--- config.mk ---
export PLATFORM = sky130hd
export DESIGN_NAME = clk_gate_ctrl
export DESIGN_NICKNAME = d
export VERILOG_FILES = /design/src/rtl/pcg_pkg.sv /design/src/rtl/pcg_decode.sv /design/src/rtl/pcg_bank.sv /design/src/rtl/pcg_settle.sv /design/src/rtl/clk_gate_ctrl.sv
export SDC_FILE = /design/constraint.sdc
export NUM_CORES = 1
export LEC_CHECK = 0
export ABC_AREA = 1
export BUFFER_PORTS_ARGS = -buffer_cell sky130_fd_sc_hd__buf_4
export CAP_MARGIN = 20
export CORE_UTILIZATION = 52
export DETAILED_ROUTE_END_ITERATION = 8
export GPL_TIMING_DRIVEN = 0
export PLACE_DENSITY = 0.84
export SYNTH_ARGS = -nofsm -noshare
export SYNTH_HDL_FRONTEND = slang
export SYNTH_HIERARCHICAL = 1
export SYNTH_SLANG_ARGS = --single-unit
--- constraint.sdc ---
create_clock -name clk -period 1.53 [get_ports clk]
set_input_delay 0.153 -clock clk [delete_from_list [all_inputs] [get_ports clk]]
set_output_delay 0.153 -clock clk [all_outputs]
set_load 0.005 [all_outputs]
--- src/rtl/pcg_pkg.sv ---
package pcg_pkg;

  localparam int ADDR_W     = 8;
  localparam int GRP_W      = 32;
  localparam int NUM_GRP    = 2;
  localparam int NUM_CLK    = GRP_W * NUM_GRP;
  localparam logic [ADDR_W-1:0] GRP_BASE   = 8'h24;
  localparam logic [ADDR_W-1:0] GRP_STRIDE = 8'h10;
  localparam logic [ADDR_W-1:0] OFS_SET    = 8'h00;
  localparam logic [ADDR_W-1:0] OFS_CLR    = 8'h04;
  localparam logic [ADDR_W-1:0] OFS_REQ    = 8'h08;
  localparam logic [ADDR_W-1:0] OFS_STAT   = 8'h0C;

  typedef enum logic [2:0] {
    RK_NONE,
    RK_SET,
    RK_CLR,
    RK_REQ,
    RK_STAT
  } reg_kind_e;

  typedef struct packed {
    reg_kind_e kind;
    logic      grp;
  } reg_sel_t;

  // Map a byte offset onto a register kind and group.
  function automatic reg_sel_t decode_addr(input logic [ADDR_W-1:0] a);
    reg_sel_t s;
    logic [ADDR_W-1:0] base;
    s.kind = RK_NONE;
    s.grp  = 1'b0;
    for (int g = 0; g < NUM_GRP; g++) begin
      base = GRP_BASE + GRP_STRIDE * ADDR_W'(g);
      if (a == base + OFS_SET)  begin s.kind = RK_SET;  s.grp = g[0]; end
      if (a == base + OFS_CLR)  begin s.kind = RK_CLR;  s.grp = g[0]; end
      if (a == base + OFS_REQ)  begin s.kind = RK_REQ;  s.grp = g[0]; end
      if (a == base + OFS_STAT) begin s.kind = RK_STAT; s.grp = g[0]; end
    end
    return s;
  endfunction

  // Group index of a clock number.
  function automatic int clk_group(input int id);
    return id / GRP_W;
  endfunction

  // Bit position of a clock number inside its group.
  function automatic int clk_bit(input int id);
    return id % GRP_W;
  endfunction

  // New request word after set and clear strobes; clear has priority.
  function automatic logic [GRP_W-1:0] apply_strobes(
      input logic [GRP_W-1:0] cur,
      input logic [GRP_W-1:0] set_m,
      input logic [GRP_W-1:0] clr_m);
    return (cur | set_m) & ~clr_m;
  endfunction

  // Read mux for one access.
  function automatic logic [GRP_W-1:0] read_word(
      input reg_sel_t sel,
      input logic [NUM_GRP-1:0][GRP_W-1:0] req,
      input logic [NUM_GRP-1:0][GRP_W-1:0] stat);
    logic [GRP_W-1:0] r;
    case (sel.kind)
      RK_SET, RK_CLR, RK_REQ: r = req[sel.grp];
      RK_STAT:                r = stat[sel.grp];
      default:                r = '0;
    endcase
    return r;
  endfunction

endpackage

--- src/rtl/pcg_decode.sv ---
module pcg_decode
  import pcg_pkg::*;
(
  input  logic [ADDR_W-1:0]                addr,
  input  logic                             we,
  input  logic [GRP_W-1:0]                 wdata,
  output reg_sel_t                         sel,
  output logic [NUM_GRP-1:0][GRP_W-1:0]    set_mask,
  output logic [NUM_GRP-1:0][GRP_W-1:0]    clr_mask
);

  always_comb begin
    sel = decode_addr(addr);
    for (int g = 0; g < NUM_GRP; g++) begin
      set_mask[g] = (we && sel.kind == RK_SET && sel.grp == g[0]) ? wdata : '0;
      clr_mask[g] = (we && sel.kind == RK_CLR && sel.grp == g[0]) ? wdata : '0;
    end
  end

endmodule

--- src/rtl/pcg_bank.sv ---
module pcg_bank
  import pcg_pkg::*;
#(
  parameter logic [GRP_W-1:0] BOOT = '0
) (
  input  logic             clk,
  input  logic             rst_n,
  input  logic [GRP_W-1:0] set_m,
  input  logic [GRP_W-1:0] clr_m,
  output logic [GRP_W-1:0] req
);

  always_ff @(posedge clk or negedge rst_n) begin
    if (!rst_n) req <= BOOT;
    else        req <= apply_strobes(req, set_m, clr_m);
  end

  // without a clear strobe, bits only rise where the set strobe had a 1
  p_set_only_r1: assert property (@(posedge clk) disable iff (!rst_n)
    (clr_m == '0) |=> (((req & ~$past(req)) & ~$past(set_m)) == '0) &&
                      (($past(req) & ~req) == '0));

  // without a set strobe, bits only fall where the clear strobe had a 1
  p_clr_only_r2: assert property (@(posedge clk) disable iff (!rst_n)
    (set_m == '0) |=> ((($past(req) & ~req) & ~$past(clr_m)) == '0) &&
                      ((req & ~$past(req)) == '0));

endmodule

--- src/rtl/pcg_settle.sv ---
module pcg_settle
  import pcg_pkg::*;
#(
  parameter int               DEPTH = 4,
  parameter logic [GRP_W-1:0] BOOT  = '0
) (
  input  logic             clk,
  input  logic             rst_n,
  input  logic [GRP_W-1:0] req,
  output logic [GRP_W-1:0] stat
);

  localparam int CNT_W = (DEPTH < 1) ? 1 : $clog2(DEPTH + 1);
  localparam logic [CNT_W-1:0] CNT_MAX = CNT_W'((DEPTH < 1) ? 0 : DEPTH - 1);

  generate
    if (DEPTH == 0) begin : g_direct
      assign stat = req;
    end else begin : g_chain
      logic [DEPTH-1:0][GRP_W-1:0] stage;
      always_ff @(posedge clk or negedge rst_n) begin
        if (!rst_n) begin
          for (int i = 0; i < DEPTH; i++) stage[i] <= BOOT;
        end else begin
          stage[0] <= req;
          for (int i = 1; i < DEPTH; i++) stage[i] <= stage[i-1];
        end
      end
      assign stat = stage[DEPTH-1];
    end
  endgenerate

  // Checker state: how many edges the request has held its value
  logic [GRP_W-1:0] req_prev;
  logic [CNT_W-1:0] hold_cnt;
  always_ff @(posedge clk or negedge rst_n) begin
    if (!rst_n) begin
      req_prev <= BOOT;
      hold_cnt <= CNT_MAX;
    end else begin
      req_prev <= req;
      if (req != req_prev)       hold_cnt <= '0;
      else if (hold_cnt < CNT_MAX) hold_cnt <= hold_cnt + 1'b1;
    end
  end

  // once the request has held for the settle window, status matches it
  p_settled_r5: assert property (@(posedge clk) disable iff (!rst_n)
    (req == req_prev && hold_cnt == CNT_MAX) |-> (stat == req));

  // status never moves while the request has been steady and settled
  p_quiet_r5: assert property (@(posedge clk) disable iff (!rst_n)
    (req == req_prev && hold_cnt == CNT_MAX && stat == req) |=> $stable(stat));

endmodule

--- src/rtl/clk_gate_ctrl.sv ---
module clk_gate_ctrl
  import pcg_pkg::*;
#(
  parameter int                   SETTLE_CYCLES = 4,
  parameter logic [NUM_CLK-1:0]   BOOT_MASK     = 64'h4
) (
  input  logic                 clk,
  input  logic                 rst_n,
  input  logic [ADDR_W-1:0]    bus_addr,
  input  logic                 bus_we,
  input  logic [GRP_W-1:0]     bus_wdata,
  output logic [GRP_W-1:0]     bus_rdata,
  output logic [NUM_CLK-1:0]   gate_en
);

  reg_sel_t                      sel;
  logic [NUM_GRP-1:0][GRP_W-1:0] set_mask;
  logic [NUM_GRP-1:0][GRP_W-1:0] clr_mask;
  logic [NUM_GRP-1:0][GRP_W-1:0] req_vec;
  logic [NUM_GRP-1:0][GRP_W-1:0] stat_vec;
  logic                          ro_write;

  pcg_decode u_decode (
    .addr     (bus_addr),
    .we       (bus_we),
    .wdata    (bus_wdata),
    .sel      (sel),
    .set_mask (set_mask),
    .clr_mask (clr_mask)
  );

  generate
    for (genvar g = 0; g < NUM_GRP; g++) begin : g_grp
      localparam logic [GRP_W-1:0] GRP_BOOT = BOOT_MASK[g*GRP_W +: GRP_W];

      pcg_bank #(.BOOT(GRP_BOOT)) u_bank (
        .clk   (clk),
        .rst_n (rst_n),
        .set_m (set_mask[g]),
        .clr_m (clr_mask[g]),
        .req   (req_vec[g])
      );

      pcg_settle #(.DEPTH(SETTLE_CYCLES), .BOOT(GRP_BOOT)) u_settle (
        .clk   (clk),
        .rst_n (rst_n),
        .req   (req_vec[g]),
        .stat  (stat_vec[g])
      );
    end
  endgenerate

  assign gate_en   = stat_vec;
  assign bus_rdata = read_word(sel, req_vec, stat_vec);

  // Named event: a write that lands on a read-only or unmapped offset
  assign ro_write = bus_we && (sel.kind != RK_SET) && (sel.kind != RK_CLR);

  // such a write leaves the request unchanged
  p_ro_write_r8: assert property (@(posedge clk) disable iff (!rst_n)
    ro_write |=> $stable(req_vec));

  // a set strobe for one group never touches the other group's request
  p_group_iso_r3: assert property (@(posedge clk) disable iff (!rst_n)
    (bus_we && sel.kind == RK_SET && !sel.grp) |=> $stable(req_vec[1]));

endmodule

==> results.md <==
- Syn Nets: 1094
- Max Cap Viol: 0
- Final wirelength: 27800 um
- Final net count: 1313
- Hold WC Path Type: input pin to flip-flop
- Fillers: 1401
- Clk sink count: 320
- Final setup viols: 32
- Synthesized area: 0.0118 mm2
- Worst skew pair latency: 530 ps
- Initial antenna violation count: 0
- # rows: 54
- PwrDens: 1200 mW/mm2
- Synth Area per Inst: 11.2 um2
- Worst hold path depth: 4
- Cell Area, Placed: 0.0133 mm2
- Slowest stage cell, crit path: nand2_4
- R2R depth: 2
- Post-DR vias/cell: 4.96
- Clock Skew: 7.05 ps
- Status: complete, but fails checks
- N_diodes: 0
- Clock transition at path regs: 60 ps
- Gr usage total: 24.4%
- Worst reg2reg endpoint: g_grp[1].u_bank/req[14]
- DRT Pass-1 Iters: 9
- Total power: 0.0181 W
- Yosys warns: 6
- Buffer depth of the longest clock path: 3
- Number of DRC markers in iteration 0: 493
- CORE AREA: 0.0220 mm2
- Area Growth Syn to Fin: 27.9%
- Crit path kind: input pin to output port
- Worst-margin pin slew: 661 ps
- Initial Util: 53.6%
- Data required, critical path: 1380 ps
- Critical Path Max Stage Delay: 190 ps
- Hold endpoint: g_grp[0].u_bank/req[13]
- Slack of the critical path: -219 ps
- Top-level I/O count: 139
- Headroom to the max-slew limit: 55.9%
- Largest net degree at the start of global routing: 133
- Gpl congestion: 0.795
- TritonCTS clock tree: done
- DR vias: 7797
- Startpoint Class: input pin
- Dpl hpwl: 16600 um
- Post-route cell area: 0.0151 mm2
- Most common cell on crit path: nand2_2
- Post-synthesis register bit count: 320
- Detail Route Antenna Nets: 0
- Full die area: 0.0233 mm2
- Arr. time, crit path: 1600 ps
- CP Max Fanout: 6
- CTS Buf Count: 29
- Hold Startpoint: bus_wdata[13]
- Synth Instances: 1051
- Tcrit/Tclk final: 114%
- Most frequent cells in the layout: dfrtp_1 (315), nand2_1 (272), buf_4 (204), nor2_1 (177), nor3_2 (60)
- Layout cell share with drive strength beyond 1: 34.5%
- Die width: 153 um
- Final Util: 68.5%
- H-Tree Depth: 1
- Vias in the first global route: 8210
- First-pass GRT wire length: 43900 um
- Max Slew Vio Count: 0
- Crit. End Element: output port
- Seq/Total Area, Yosys: 67.9%
- RSZ-0062 raised after global routing: true
- Avg WL per Cell: 17.7 um
- Worst path cell trace: buf_6 > inv_2 > nand2_2 > nor2_4 > o211ai_1 > nand2_4 > buf_12 > buf_12 > buf_16 > nand2_2 > nand2_1 > nand2_2 > nand2_1 > buf_4
- Failing checks: DRC, setup timing
- CTS root buffer: clkbuf_16
- Setup TNS: -5110 ps
- Most common cell after layout, fill and taps aside: dfrtp_1
- Min Tclk post-route: 1750 ps
- FF-to-FF Start: g_grp[1].u_bank/req[14]
- Die height: 153 um
- PortBufs: 138
- Max Freq: 572 MHz
- Max IR drop VDD: 0.629 mV
- Static leakage: 8.22 nW
- GRT overflow: 0
- Unique masters post-synth: 18
- R2r setup slk: 750 ps
- Final Hold Viols: 0
- DRC Markers: 9
through the flow:
stage | setup WS, ps | hold WS, ps | cells
after floorplan | 5.84 | -143 | 1051
after global placement | -2320 | 332 | 1469
after detailed placement | -635 | 206 | 1471
after CTS | -253 | 4.78 | 1572
after global routing | -306 | 25.4 | 1571
final | -219 | 14.8 | 1571
routing by layer:
layer	vias to the layer above	share of wire, %	GRT usage, %
met1	3928	40	30.3
li1	3564	-	-
met2	234	51	43.2
met4	0	3.7	10.0
met5	-	0	0
met3	71	4.6	3.41
power by group:
part,switching (W),internal (W)
Sequential,0.000272,0.00912
Combinational,0.000785,0.000654
Clock,0.00297,0.00425
Total,0.00403,0.0140
state kept, by name, indices dropped and copies added, names as in the netlist:
register and flops:
g_grp.u_settle/stat 64, g_grp.u_bank/req 64, g_grp.u_settle/g_chain.stage 192
cells in the mapped netlist:
cell,count,area [um2]
dfrtp_1,315,7880
nand2_1,304,1140
nor2_1,179,672
buf_4,70,526
nor3_2,60,601
inv_1,41,154
nor2_4,23,259
buf_6,16,180
buf_2,15,75.1
dfstp_2,5,131
inv_2,5,18.8
nand2_2,4,25.0
nor3_1,4,20.0
nand3_4,3,52.6
nor2_2,3,18.8
nand3_2,2,20.0
nand2_4,1,11.3
o211ai_1,1,7.51
worst max path at each step:
| stage | from | to | slack, ps |
|---|---|---|---|
| final | bus_addr[6] | bus_rdata[13] | -220 |
| after global routing | bus_addr[2] | bus_rdata[13] | -310 |
| after CTS | bus_addr[6] | bus_rdata[13] | -250 |
| after detailed placement | bus_addr[7] | bus_rdata[1] | -640 |
| after global placement | rst_n | g_grp[1].u_settle/stat[8] | -2320 |
| after floorplan | bus_addr[7] | bus_rdata[10] | 6 |
critical path: cells and delay by family:
kind	cells	cell delay, ps
buffers and inverters	6	650
AO/OA/AOI/OAI	1	150
AND/OR/NAND/NOR	7	610
cells by family after synthesis:
kind of cell           share of synthesized area (%)
AND/OR/NAND/NOR                                 23.9
AO/OA/AOI/OAI                                 0.0637
flip-flops                                      67.9
buffers and inverters                           8.08
cell type report:
class / instances / area [um2] / area share [%]
Buffer: 100 / 926 / 6.14
Inverter: 46 / 180 / 1.19
Timing Repair Buffer: 189 / 1700 / 11.3
Sequential cell: 320 / 8010 / 53.1
Tap cell: 280 / 350 / 2.32
Clock inverter: 5 / 75.1 / 0.498
Clock buffer: 47 / 883 / 5.85
Multi-Input combinational cell: 584 / 2960 / 19.6
timing repair:
item / 4_1_cts / 5_1_grt
gates cloned: 8 / 0
hold endpoints to repair: 132 / 0
resized for setup: 89 / 16
buffers inserted: 12 / 0
endpoints found under the setup margin: 32 / 32
pin swaps: 30 / 8
hold buffers: 29 / 0
Power figures use the tool's default switching activity.
